`src/rtl/evt_stats_pkg.sv`:
```
package evt_stats_pkg;

  localparam int NUM_EVT = 8;

  // event index == disable bit position
  localparam int EV_TX_GOOD  = 0;
  localparam int EV_TX_BAD   = 1;
  localparam int EV_RX_GOOD  = 2;
  localparam int EV_RX_BAD   = 3;
  localparam int EV_CRC      = 4;
  localparam int EV_MII      = 5;
  localparam int EV_OVFL     = 6;
  localparam int EV_NODESC   = 7;

  localparam int OFS_CTRL    = 'h64;
  localparam int OFS_TXGOOD  = 'h68;
  localparam int OFS_RXGOOD  = 'h6C;
  localparam int OFS_CRCMII  = 'h70;
  localparam int OFS_RXERR   = 'h74;
  localparam int OFS_RSVD    = 'h78;
  localparam int OFS_FAIL    = 'h7C;

  function automatic bit evt_is_wide(int idx);
    return (idx == EV_TX_GOOD) || (idx == EV_RX_GOOD);
  endfunction

endpackage

```
`src/rtl/sat_counter.sv`:
```
module sat_counter #(
  parameter int W = 16
) (
  input  logic         clk,
  input  logic         rst,
  input  logic         clr,
  input  logic         inc,
  output logic [W-1:0] q
);
  localparam logic [W-1:0] TOP = '1;

  always_ff @(posedge clk) begin
    if (rst || clr) begin
      q <= '0;
    end else if (inc && (q != TOP)) begin
      q <= q + 1'b1;
    end
  end
endmodule

```
`src/rtl/stats_read_mux.sv`:
```
module stats_read_mux
  import evt_stats_pkg::*;
#(
  parameter int ADDR_W = 8
) (
  input  logic [ADDR_W-1:0]              addr,
  input  logic [NUM_EVT-1:0]             ctrl,
  input  logic [NUM_EVT-1:0][31:0]       cnt_view,
  output logic [31:0]                    word
);
  always_comb begin
    word = '0;
    case (addr)
      ADDR_W'(OFS_CTRL):   word = 32'(ctrl);
      ADDR_W'(OFS_TXGOOD): word = cnt_view[EV_TX_GOOD];
      ADDR_W'(OFS_RXGOOD): word = cnt_view[EV_RX_GOOD];
      ADDR_W'(OFS_CRCMII): word = {cnt_view[EV_CRC][15:0],    cnt_view[EV_MII][15:0]};
      ADDR_W'(OFS_RXERR):  word = {cnt_view[EV_OVFL][15:0],   cnt_view[EV_NODESC][15:0]};
      ADDR_W'(OFS_FAIL):   word = {cnt_view[EV_RX_BAD][15:0], cnt_view[EV_TX_BAD][15:0]};
      default:             word = '0;
    endcase
  end
endmodule

```
`src/rtl/mac_evt_stats.sv`:
```
module mac_evt_stats
  import evt_stats_pkg::*;
#(
  parameter int ADDR_W   = 8,
  parameter int WIDE_W   = 32,
  parameter int NARROW_W = 16
) (
  input  logic              clk,
  input  logic              rst,
  input  logic [7:0]        evt_i,
  input  logic              wr_en,
  input  logic              rd_en,
  input  logic [ADDR_W-1:0] addr,
  input  logic [31:0]       wdata,
  output logic [31:0]       rdata
);
  localparam logic [ADDR_W-1:0] CTRL_ADDR = ADDR_W'(OFS_CTRL);

  logic [NUM_EVT-1:0]       ctrl_q;
  logic [NUM_EVT-1:0][31:0] cnt_view;
  logic [31:0]              rd_word;

  // disable/clear register
  always_ff @(posedge clk) begin
    if (rst) begin
      ctrl_q <= '0;
    end else if (wr_en && (addr == CTRL_ADDR)) begin
      ctrl_q <= wdata[NUM_EVT-1:0];
    end
  end

  for (genvar i = 0; i < NUM_EVT; i++) begin : g_cnt
    if (evt_is_wide(i)) begin : g_wide
      logic [WIDE_W-1:0] cq;
      sat_counter #(.W(WIDE_W)) u_cnt (
        .clk (clk),
        .rst (rst),
        .clr (ctrl_q[i]),
        .inc (evt_i[i]),
        .q   (cq)
      );
      assign cnt_view[i] = 32'(cq);
    end else begin : g_narrow
      logic [NARROW_W-1:0] cq;
      sat_counter #(.W(NARROW_W)) u_cnt (
        .clk (clk),
        .rst (rst),
        .clr (ctrl_q[i]),
        .inc (evt_i[i]),
        .q   (cq)
      );
      assign cnt_view[i] = 32'(cq);
    end
  end

  stats_read_mux #(.ADDR_W(ADDR_W)) u_mux (
    .addr     (addr),
    .ctrl     (ctrl_q),
    .cnt_view (cnt_view),
    .word     (rd_word)
  );

  always_ff @(posedge clk) begin
    if (rst) begin
      rdata <= '0;
    end else if (rd_en) begin
      rdata <= rd_word;
    end
  end
endmodule

```
`config.mk`:
```
export PLATFORM = sky130hd
export DESIGN_NAME = mac_evt_stats
export DESIGN_NICKNAME = d
export VERILOG_FILES = /design/src/rtl/evt_stats_pkg.sv /design/src/rtl/sat_counter.sv /design/src/rtl/stats_read_mux.sv /design/src/rtl/mac_evt_stats.sv
export SDC_FILE = /design/constraint.sdc
export NUM_CORES = 1
export LEC_CHECK = 0
export ABC_AREA = 0
export BUFFER_PORTS_ARGS = -buffer_cell sky130_fd_sc_hd__buf_2
export CAP_MARGIN = 5
export CORE_MARGIN = 5
export CORE_UTILIZATION = 34
export DETAILED_ROUTE_END_ITERATION = 7
export GPL_TIMING_DRIVEN = 1
export PLACE_DENSITY = 0.62
export RECOVER_POWER = 50
export SLEW_MARGIN = 15
export SYNTH_ARGS = -nofsm -noshare
export SYNTH_HDL_FRONTEND = slang
export SYNTH_SLANG_ARGS = --single-unit
```
`constraint.sdc`:
```
create_clock -name clk -period 2.87 [get_ports clk]
set_input_delay 0.574 -clock clk [delete_from_list [all_inputs] [get_ports clk]]
set_output_delay 0.574 -clock clk [all_outputs]
set_load 0.05 [all_outputs]
```
==> out/metrics.cfg, run 1 <==
[yosys]
synth_area_per_cell_um2=8.216
synth_commonest_cells=dfxtp_1 (200), nor2_1 (128), a21oi_1 (91), nand2_1 (87), o21ai_0 (84)
synth-edff-count=0
synth_mux_area_frac=0.07805
syn_area_um2=10520
synth_top_family_by_area=simple AND/OR/NAND/NOR gates
synthCells=1280
ys_ff_latch=200
synthAdderAreaFrac=0.009518
ys_seq_area_frac=0.3807
ys_async_sr_fraction=0
synth_top_cell_by_area=dfxtp_1
synth_ff_type=dfxtp_1
yosysWarnings=0
syn-num-nets=1340
synth_xor_area_frac=0.05996
ys_types=58
synthSimpleGateAreaFrac=0.2691
synth_top_area_frac=0.3807
yosys-top-cells-area=dfxtp_1 (38%), mux2i_1 (7.8%), nor2_1 (4.6%)
synth.most_common_cell=dfxtp_1
synth-compound-area-share=0.1676

[power_and_ir_drop]
peakVddDrop_mv=0.3150
p_per_area_nw_per_um2=472.9
leakage_nw=3.898

[timing]
clock_skew_ns=0.01377
rsz0062_at_grt=no
slew_headroom=0.2623
setup_viol=0
tightestPinTransition_ns=1.105
setup_ws_ns=0.3930
hold_viol=0
fin_tns_setup_ns=0
drv_slew=0
fmax_mhz=403.7
period_needed_ns=2.477
period_share=0.8631

[global_route]
antenna_found_initial=1
first_global_vias=8805
grt_max_degree=33
track_usage=0.1688
grt_pass1_wl_um=47330
grt.overflow.total=0

[detailed_routing]
drtIter0Drc=896
wl_met1_um=14300
firstDrtPassIters=7
highest_layer=met5
drc_errors=0
vias=9662
met3_length_um=1452
route.antenna.remaining_nets=0
wirelength_um=29260
vias_per_cell=5.634
wire_per_inst_um=17.06
route.met2.wl_um=13100

[clock_network]
clockBufferDepth=2
path_clk_slew_ns=0.07
cts_resized=0
cts_buffers=17
cts-root-buf=clkbuf_16
htreeDepth=4
clk_latency_ns=0.44
cts_hold_buf=0
post-cts-setup-buffers=0
cts.sinks=200
cts_tree=done

[worst_setup_path]
r2r-start=g_cnt[2].g_wide.u_cnt.q[2]$_SDFFE_PP0P_
critPathMaxFanout=9
crit_path_end_kind=flip-flop
arrival_ns=2.85
worstPathRequired_ns=3.24
reg2reg_to=g_cnt[2].g_wide.u_cnt.q[30]$_SDFFE_PP0P_
r2r_cells=6
worstSetupStartpointType=flip-flop
regToRegSetupSlack_ns=0.39
crit_start=g_cnt[2].g_wide.u_cnt.q[2]$_SDFFE_PP0P_
crit_type=reg2reg

[worst_hold_path]
hold_path.class=in2reg
hold_start=wdata[1]
whs_path_depth=3
whs_endpoint=ctrl_q[1]$_SDFFE_PP0P_

[run]
maxCapViolations=0

[layout]
stdcell_count=1715
syn_to_final_growth_pct=11.10
finalInstanceArea_um2=11680
drive_above_1_share=0.06975
num_antenna_cells=0
fin_nets=1368

[die]
dieHeight_um=185.9
die_x_um=185.9
dieArea_um2=34550
num_rows=64
core_um2=30590
initial_core_util=0.3438
top_level_ports=84

[run_status]
outcome=complete, no violations

[placement]
port-buffer-count=59
dp_hpwl_um=21580
gp_congestion=0.8336
place_area_um2=11190
pre_cts_slack_ns=0.5232
dp_cells=1685

[layout make-up]
type / count / area [µm²]
fill: 3136 / 18910
multi-input combinational: 985 / 6127
sequential: 200 / 4004
tap: 396 / 495.5
clock buffer: 20 / 446.7
timing repair buffer: 81 / 402.9
clock inverter: 10 / 121.4
inverter: 23 / 86.33
[metrics by stage]
| step | util | power, mW | hold slack, ns |
|---|---|---|---|
| 2_1_floorplan | - | 3.085 | 0.4615 |
| 3_3_place_gp | 0.3659 | 3.171 | 0.4295 |
| 4_1_cts | 0.3845 | 5.566 | 0.3589 |
| 3_5_place_dp | 0.3659 | 3.180 | 0.4369 |
| 6_report | 0.3820 | 5.525 | 0.3666 |
| 5_1_grt | 0.3820 | 5.701 | 0.3678 |
[kinds of logic after synthesis]
kind of cell,count (synthesis)
xor+xnor,72
compound gates,294
buf+inv,95
simple gates,529
mux,82
fa+ha+maj,8
flops,200
[cell usage in the layout (no fill, tap or decap), drive strengths merged, types with 18 or more instances in the layout]
master,netlist,layout
nor2,128,128
dfxtp,200,200
nor3,30,30
nand2,87,87
buf,19,44
inv,23,25
o21ai,86,86
and3,24,24
xor2,36,36
xnor2,36,36
clkbuf,53,57
nand4,55,55
or4,18,18
o22ai,32,32
nand3,70,70
a21oi,91,91
mux2i,82,82
and4,25,25
or3,44,44
[worst max-delay path by stage]
stage	to	slack, ns	depth (start not counted)
2_1_floorplan	rdata[6]$_SDFFE_PP0P_	0.83	6
3_3_place_gp	g_cnt[0].g_wide.u_cnt.q[23]$_SDFFE_PP0P_	0.61	6
3_5_place_dp	g_cnt[0].g_wide.u_cnt.q[21]$_SDFFE_PP0P_	0.52	6
4_1_cts	g_cnt[2].g_wide.u_cnt.q[23]$_SDFFE_PP0P_	0.64	5
5_1_grt	rdata[30]$_SDFFE_PP0P_	0.21	8
6_report	g_cnt[2].g_wide.u_cnt.q[30]$_SDFFE_PP0P_	0.39	6
[critical path, stage by stage (launching register included)]
cell and delay (ns):
dfxtp_1 0.45, and4_1 0.37, and3_1 0.25, clkbuf_1 0.37
nand4_1 0.38, or3_1 0.45, a21oi_1 0.15
[per-layer routing]
layer	vias up	track usage
li1	4798	-
met1	4623	0.2399
met2	211	0.2682
met3	28	0.02951
met4	2	0.03847
met5	-	0
[where the power goes]
group / internal, mW / total, mW / leakage (nW) / switching (mW)
clock network: 1.31 / 2.41 / 0.270 / 1.11
registers: 2.80 / 2.84 / 1.61 / 0.0367
logic: 0.0902 / 0.275 / 2.01 / 0.185
total: 4.20 / 5.52 / 3.90 / 1.33
[flip-flops by register name, summed over array words and instances (netlist names)]
signal                  count
g_cnt.g_wide.u_cnt.q       64
rdata                      32
ctrl_q                      8
g_cnt.g_narrow.u_cnt.q     96
Power figures use the tool's default switching activity.
==> run 2: changes to the inputs <==
--- a/config.mk
+++ b/config.mk
@@ -5,8 +5,8 @@
 export SDC_FILE = /design/constraint.sdc
 export NUM_CORES = 1
 export LEC_CHECK = 0
-export ABC_AREA = 0
-export BUFFER_PORTS_ARGS = -buffer_cell sky130_fd_sc_hd__buf_2
+export ABC_AREA = 1
+export BUFFER_PORTS_ARGS = -buffer_cell sky130_fd_sc_hd__clkbuf_2
 export CAP_MARGIN = 5
 export CORE_MARGIN = 5
 export CORE_UTILIZATION = 34
@@ -18,3 +18,4 @@
 export SYNTH_ARGS = -nofsm -noshare
 export SYNTH_HDL_FRONTEND = slang
 export SYNTH_SLANG_ARGS = --single-unit
+export TNS_END_PERCENT = 100
==> run 2 against run 1 <==
Compared with the run above:
- count of clock-buffer cells in the layout up 2
- final area up 15%
- critical path type unchanged
- largest power group unchanged
- final cell count up 43%
- register-to-register slack better by 0.04 ns
- utilization down 0.55 points
- worst hold slack better by 0.040 ns
- die area up 16%
- synthesized area up 17%
==> out/metrics.cfg, run 2 <==
[run_status]
outcome=complete, no violations

[global_route]
grt.overflow.total=0
first_global_vias=11404
grt_max_degree=57
grt_pass1_wl_um=60840
track_usage=0.1889
antenna_found_initial=1

[yosys]
yosysWarnings=0
synth.most_common_cell=nand2_1
synth_area_per_cell_um2=6.263
ys_seq_area_frac=0.3263
synth_top_cell_by_area=dfxtp_1
synth-edff-count=0
synth_commonest_cells=nand2_1 (622), nor2_1 (242), nand3_1 (208), dfxtp_1 (200), a21oi_1 (158)
ys_types=38
ys_ff_latch=200
syn-num-nets=2019
yosys-top-cells-area=dfxtp_1 (33%), nand2_1 (19%), nand3_1 (8.5%)
synthCells=1959
synth_ff_type=dfxtp_1
synth_top_area_frac=0.3263
ys_async_sr_fraction=0
syn_area_um2=12270

[layout]
largest_reg_flops=96
drive_above_1_share=0.06553
layout_common_cells=nand2_1 (625), nor2_1 (243), nand3_1 (208), dfxtp_1 (200), a21oi_1 (159)
top_regs=g_cnt.g_narrow.u_cnt.q (96), g_cnt.g_wide.u_cnt.q (64), rdata (32)
num_antenna_cells=0
finalInstanceArea_um2=13390
final_common_cell=nand2_1
syn_to_final_growth_pct=9.148
fin_nets=2047
largest_register=g_cnt.g_narrow.u_cnt.q
final_util=0.3765

[timing]
setup_viol=0
tightestPinTransition_ns=1.030
period_share=0.8478
setup_ws_ns=0.4367
fmax_mhz=411.0
drv_slew=0
period_needed_ns=2.433
fin_tns_setup_ns=0
slew_headroom=0.3091
clock_skew_ns=0.01056
hold_viol=0
rsz0062_at_grt=no

[worst_setup_path]
worstPathRequired_ns=3.19
critPathMaxFanout=26
worstSetupStartpointType=flip-flop
r2r_cells=10
reg2reg_to=g_cnt[2].g_wide.u_cnt.q[11]$_SDFFE_PP0P_
r2r-start=g_cnt[2].g_wide.u_cnt.q[0]$_SDFFE_PP0P_
crit_end=g_cnt[2].g_wide.u_cnt.q[11]$_SDFFE_PP0P_
arrival_ns=2.76
crit_start=g_cnt[2].g_wide.u_cnt.q[0]$_SDFFE_PP0P_
crit_path_end_kind=flip-flop
regToRegSetupSlack_ns=0.44
crit_type=reg2reg

[clock_network]
cts_buffers=17
cts-root-buf=clkbuf_16
cts_tree=done
post-cts-setup-buffers=0
path_clk_slew_ns=0.07
cts_hold_buf=0
clockBufferDepth=2
clk_latency_ns=0.45
cts.sinks=200
cts_resized=0
htreeDepth=4

[power_and_ir_drop]
peakVddDrop_mv=0.3761
power_frac_clock=0.433
intPower_mw=4.162
leakage_nw=4.736
p_per_area_nw_per_um2=418.9
p_comb_frac=0.061
p_seq_frac=0.507
power.net_switching_mw=1.449
sw_frac_of_total=0.2582

[detailed_routing]
drc_errors=0
drtIter0Drc=1031
route.antenna.remaining_nets=0
firstDrtPassIters=6
wirelength_um=37570
vias=12478
vias_per_cell=5.072
wire_per_inst_um=15.27

[placement]
gp_congestion=0.9447
place_area_um2=12940
pre_cts_slack_ns=0.6530
dp_hpwl_um=28280
port-buffer-count=59

[die]
die_x_um=200.0
dieHeight_um=200.0
top_level_ports=84
dieArea_um2=39990
core_um2=35570
num_rows=69
initial_core_util=0.3449

[run]
maxCapViolations=0

[worst_hold_path]
hold_path.class=in2reg

-- run 2: changes by cell type in the layout (fill, tap and decap cells not counted), moves of 27 or more --
cell / change
or3_1: -44
a21oi_1: +68
nand2_1: +538
nand3_1: +138
nand4_1: -39
xor2_1: +32
o22ai_1: -29
inv_1: +123
nor2_1: +116
buf_2: -27
mux2i_1: -82
-- run 2: per-layer routing --
layer,track usage,wire length [µm],up-vias
li1,-,-,6365
met1,0.2719,17680,5682
met2,0.2974,16700,384
met3,0.02870,2403,47
met4,0.04855,776,0
met5,0,0,-
-- run 2: cells by family (layout without fill, tap and decap cells) --
| logic type | count (synthesis) | in the layout | synth area share |
|---|---|---|---|
| AO/OA/AOI/OAI | 283 | 283 | 0.1267 |
| buffers and inverters | 223 | 263 | 0.07893 |
| flip-flops | 200 | 200 | 0.3263 |
| XOR/XNOR | 83 | 83 | 0.05925 |
| adder cells (fa/ha/maj) | 8 | 8 | 0.008159 |
| AND/OR/NAND/NOR | 1162 | 1162 | 0.4007 |
-- run 2: worst min path at each step --
| stage | start | endpoint | slack, ns | cells past startpoint |
|---|---|---|---|---|
| 2_1_floorplan | ctrl_q[1]$_SDFFE_PP0P_ | ctrl_q[1]$_SDFFE_PP0P_ | 0.44 | 2 |
| 3_3_place_gp | rdata[25]$_SDFFE_PP0P_ | rdata[25]$_SDFFE_PP0P_ | 0.46 | 2 |
| 3_5_place_dp | rdata[26]$_SDFFE_PP0P_ | rdata[26]$_SDFFE_PP0P_ | 0.46 | 2 |
| 4_1_cts | wdata[1] | ctrl_q[1]$_SDFFE_PP0P_ | 0.40 | 3 |
| 5_1_grt | wdata[4] | ctrl_q[4]$_SDFFE_PP0P_ | 0.45 | 3 |
| 6_report | wdata[1] | ctrl_q[1]$_SDFFE_PP0P_ | 0.41 | 3 |
-- run 2: final cells by class --
| cell class | instances | area, µm² |
|---|---|---|
| clock buffer | 22 | 474.2 |
| clock inverter | 9 | 92.59 |
| fill | 3894 | 22180 |
| inverter | 152 | 570.5 |
| multi-input combinational | 1536 | 7243 |
| sequential | 200 | 4004 |
| tap | 461 | 576.8 |
| timing repair buffer | 80 | 430.4 |
-- run 2: worst max-delay path: stages (launching register included) --
cell     delay [ns]
dfxtp_1        0.45
ha_1           0.24
nand2_2        0.08
nor2_4         0.13
nand2_1        0.18
nor2_1         0.39
nand2_4        0.11
nand2_4        0.23
inv_2          0.26
nand2_1        0.14
a21oi_1        0.06
-- run 2: power by group through the flow --
stage	clock [mW]	sequential [mW]	combinational, mW
2_1_floorplan	0	2.91	0.236
3_3_place_gp	0	2.91	0.336
3_5_place_dp	0	2.91	0.341
4_1_cts	2.46	2.84	0.343
5_1_grt	2.58	2.85	0.379
6_report	2.43	2.84	0.341
-- run 2: per-stage QoR --
stage          total power [mW]  hold slack [ns]  std cells
2_1_floorplan             3.146           0.4394       1959
3_3_place_gp              3.243           0.4557       2429
3_5_place_dp              3.248           0.4584       2429
4_1_cts                   5.643           0.3996       2460
5_1_grt                   5.802           0.4514       2460
6_report                  5.610           0.4069       2460
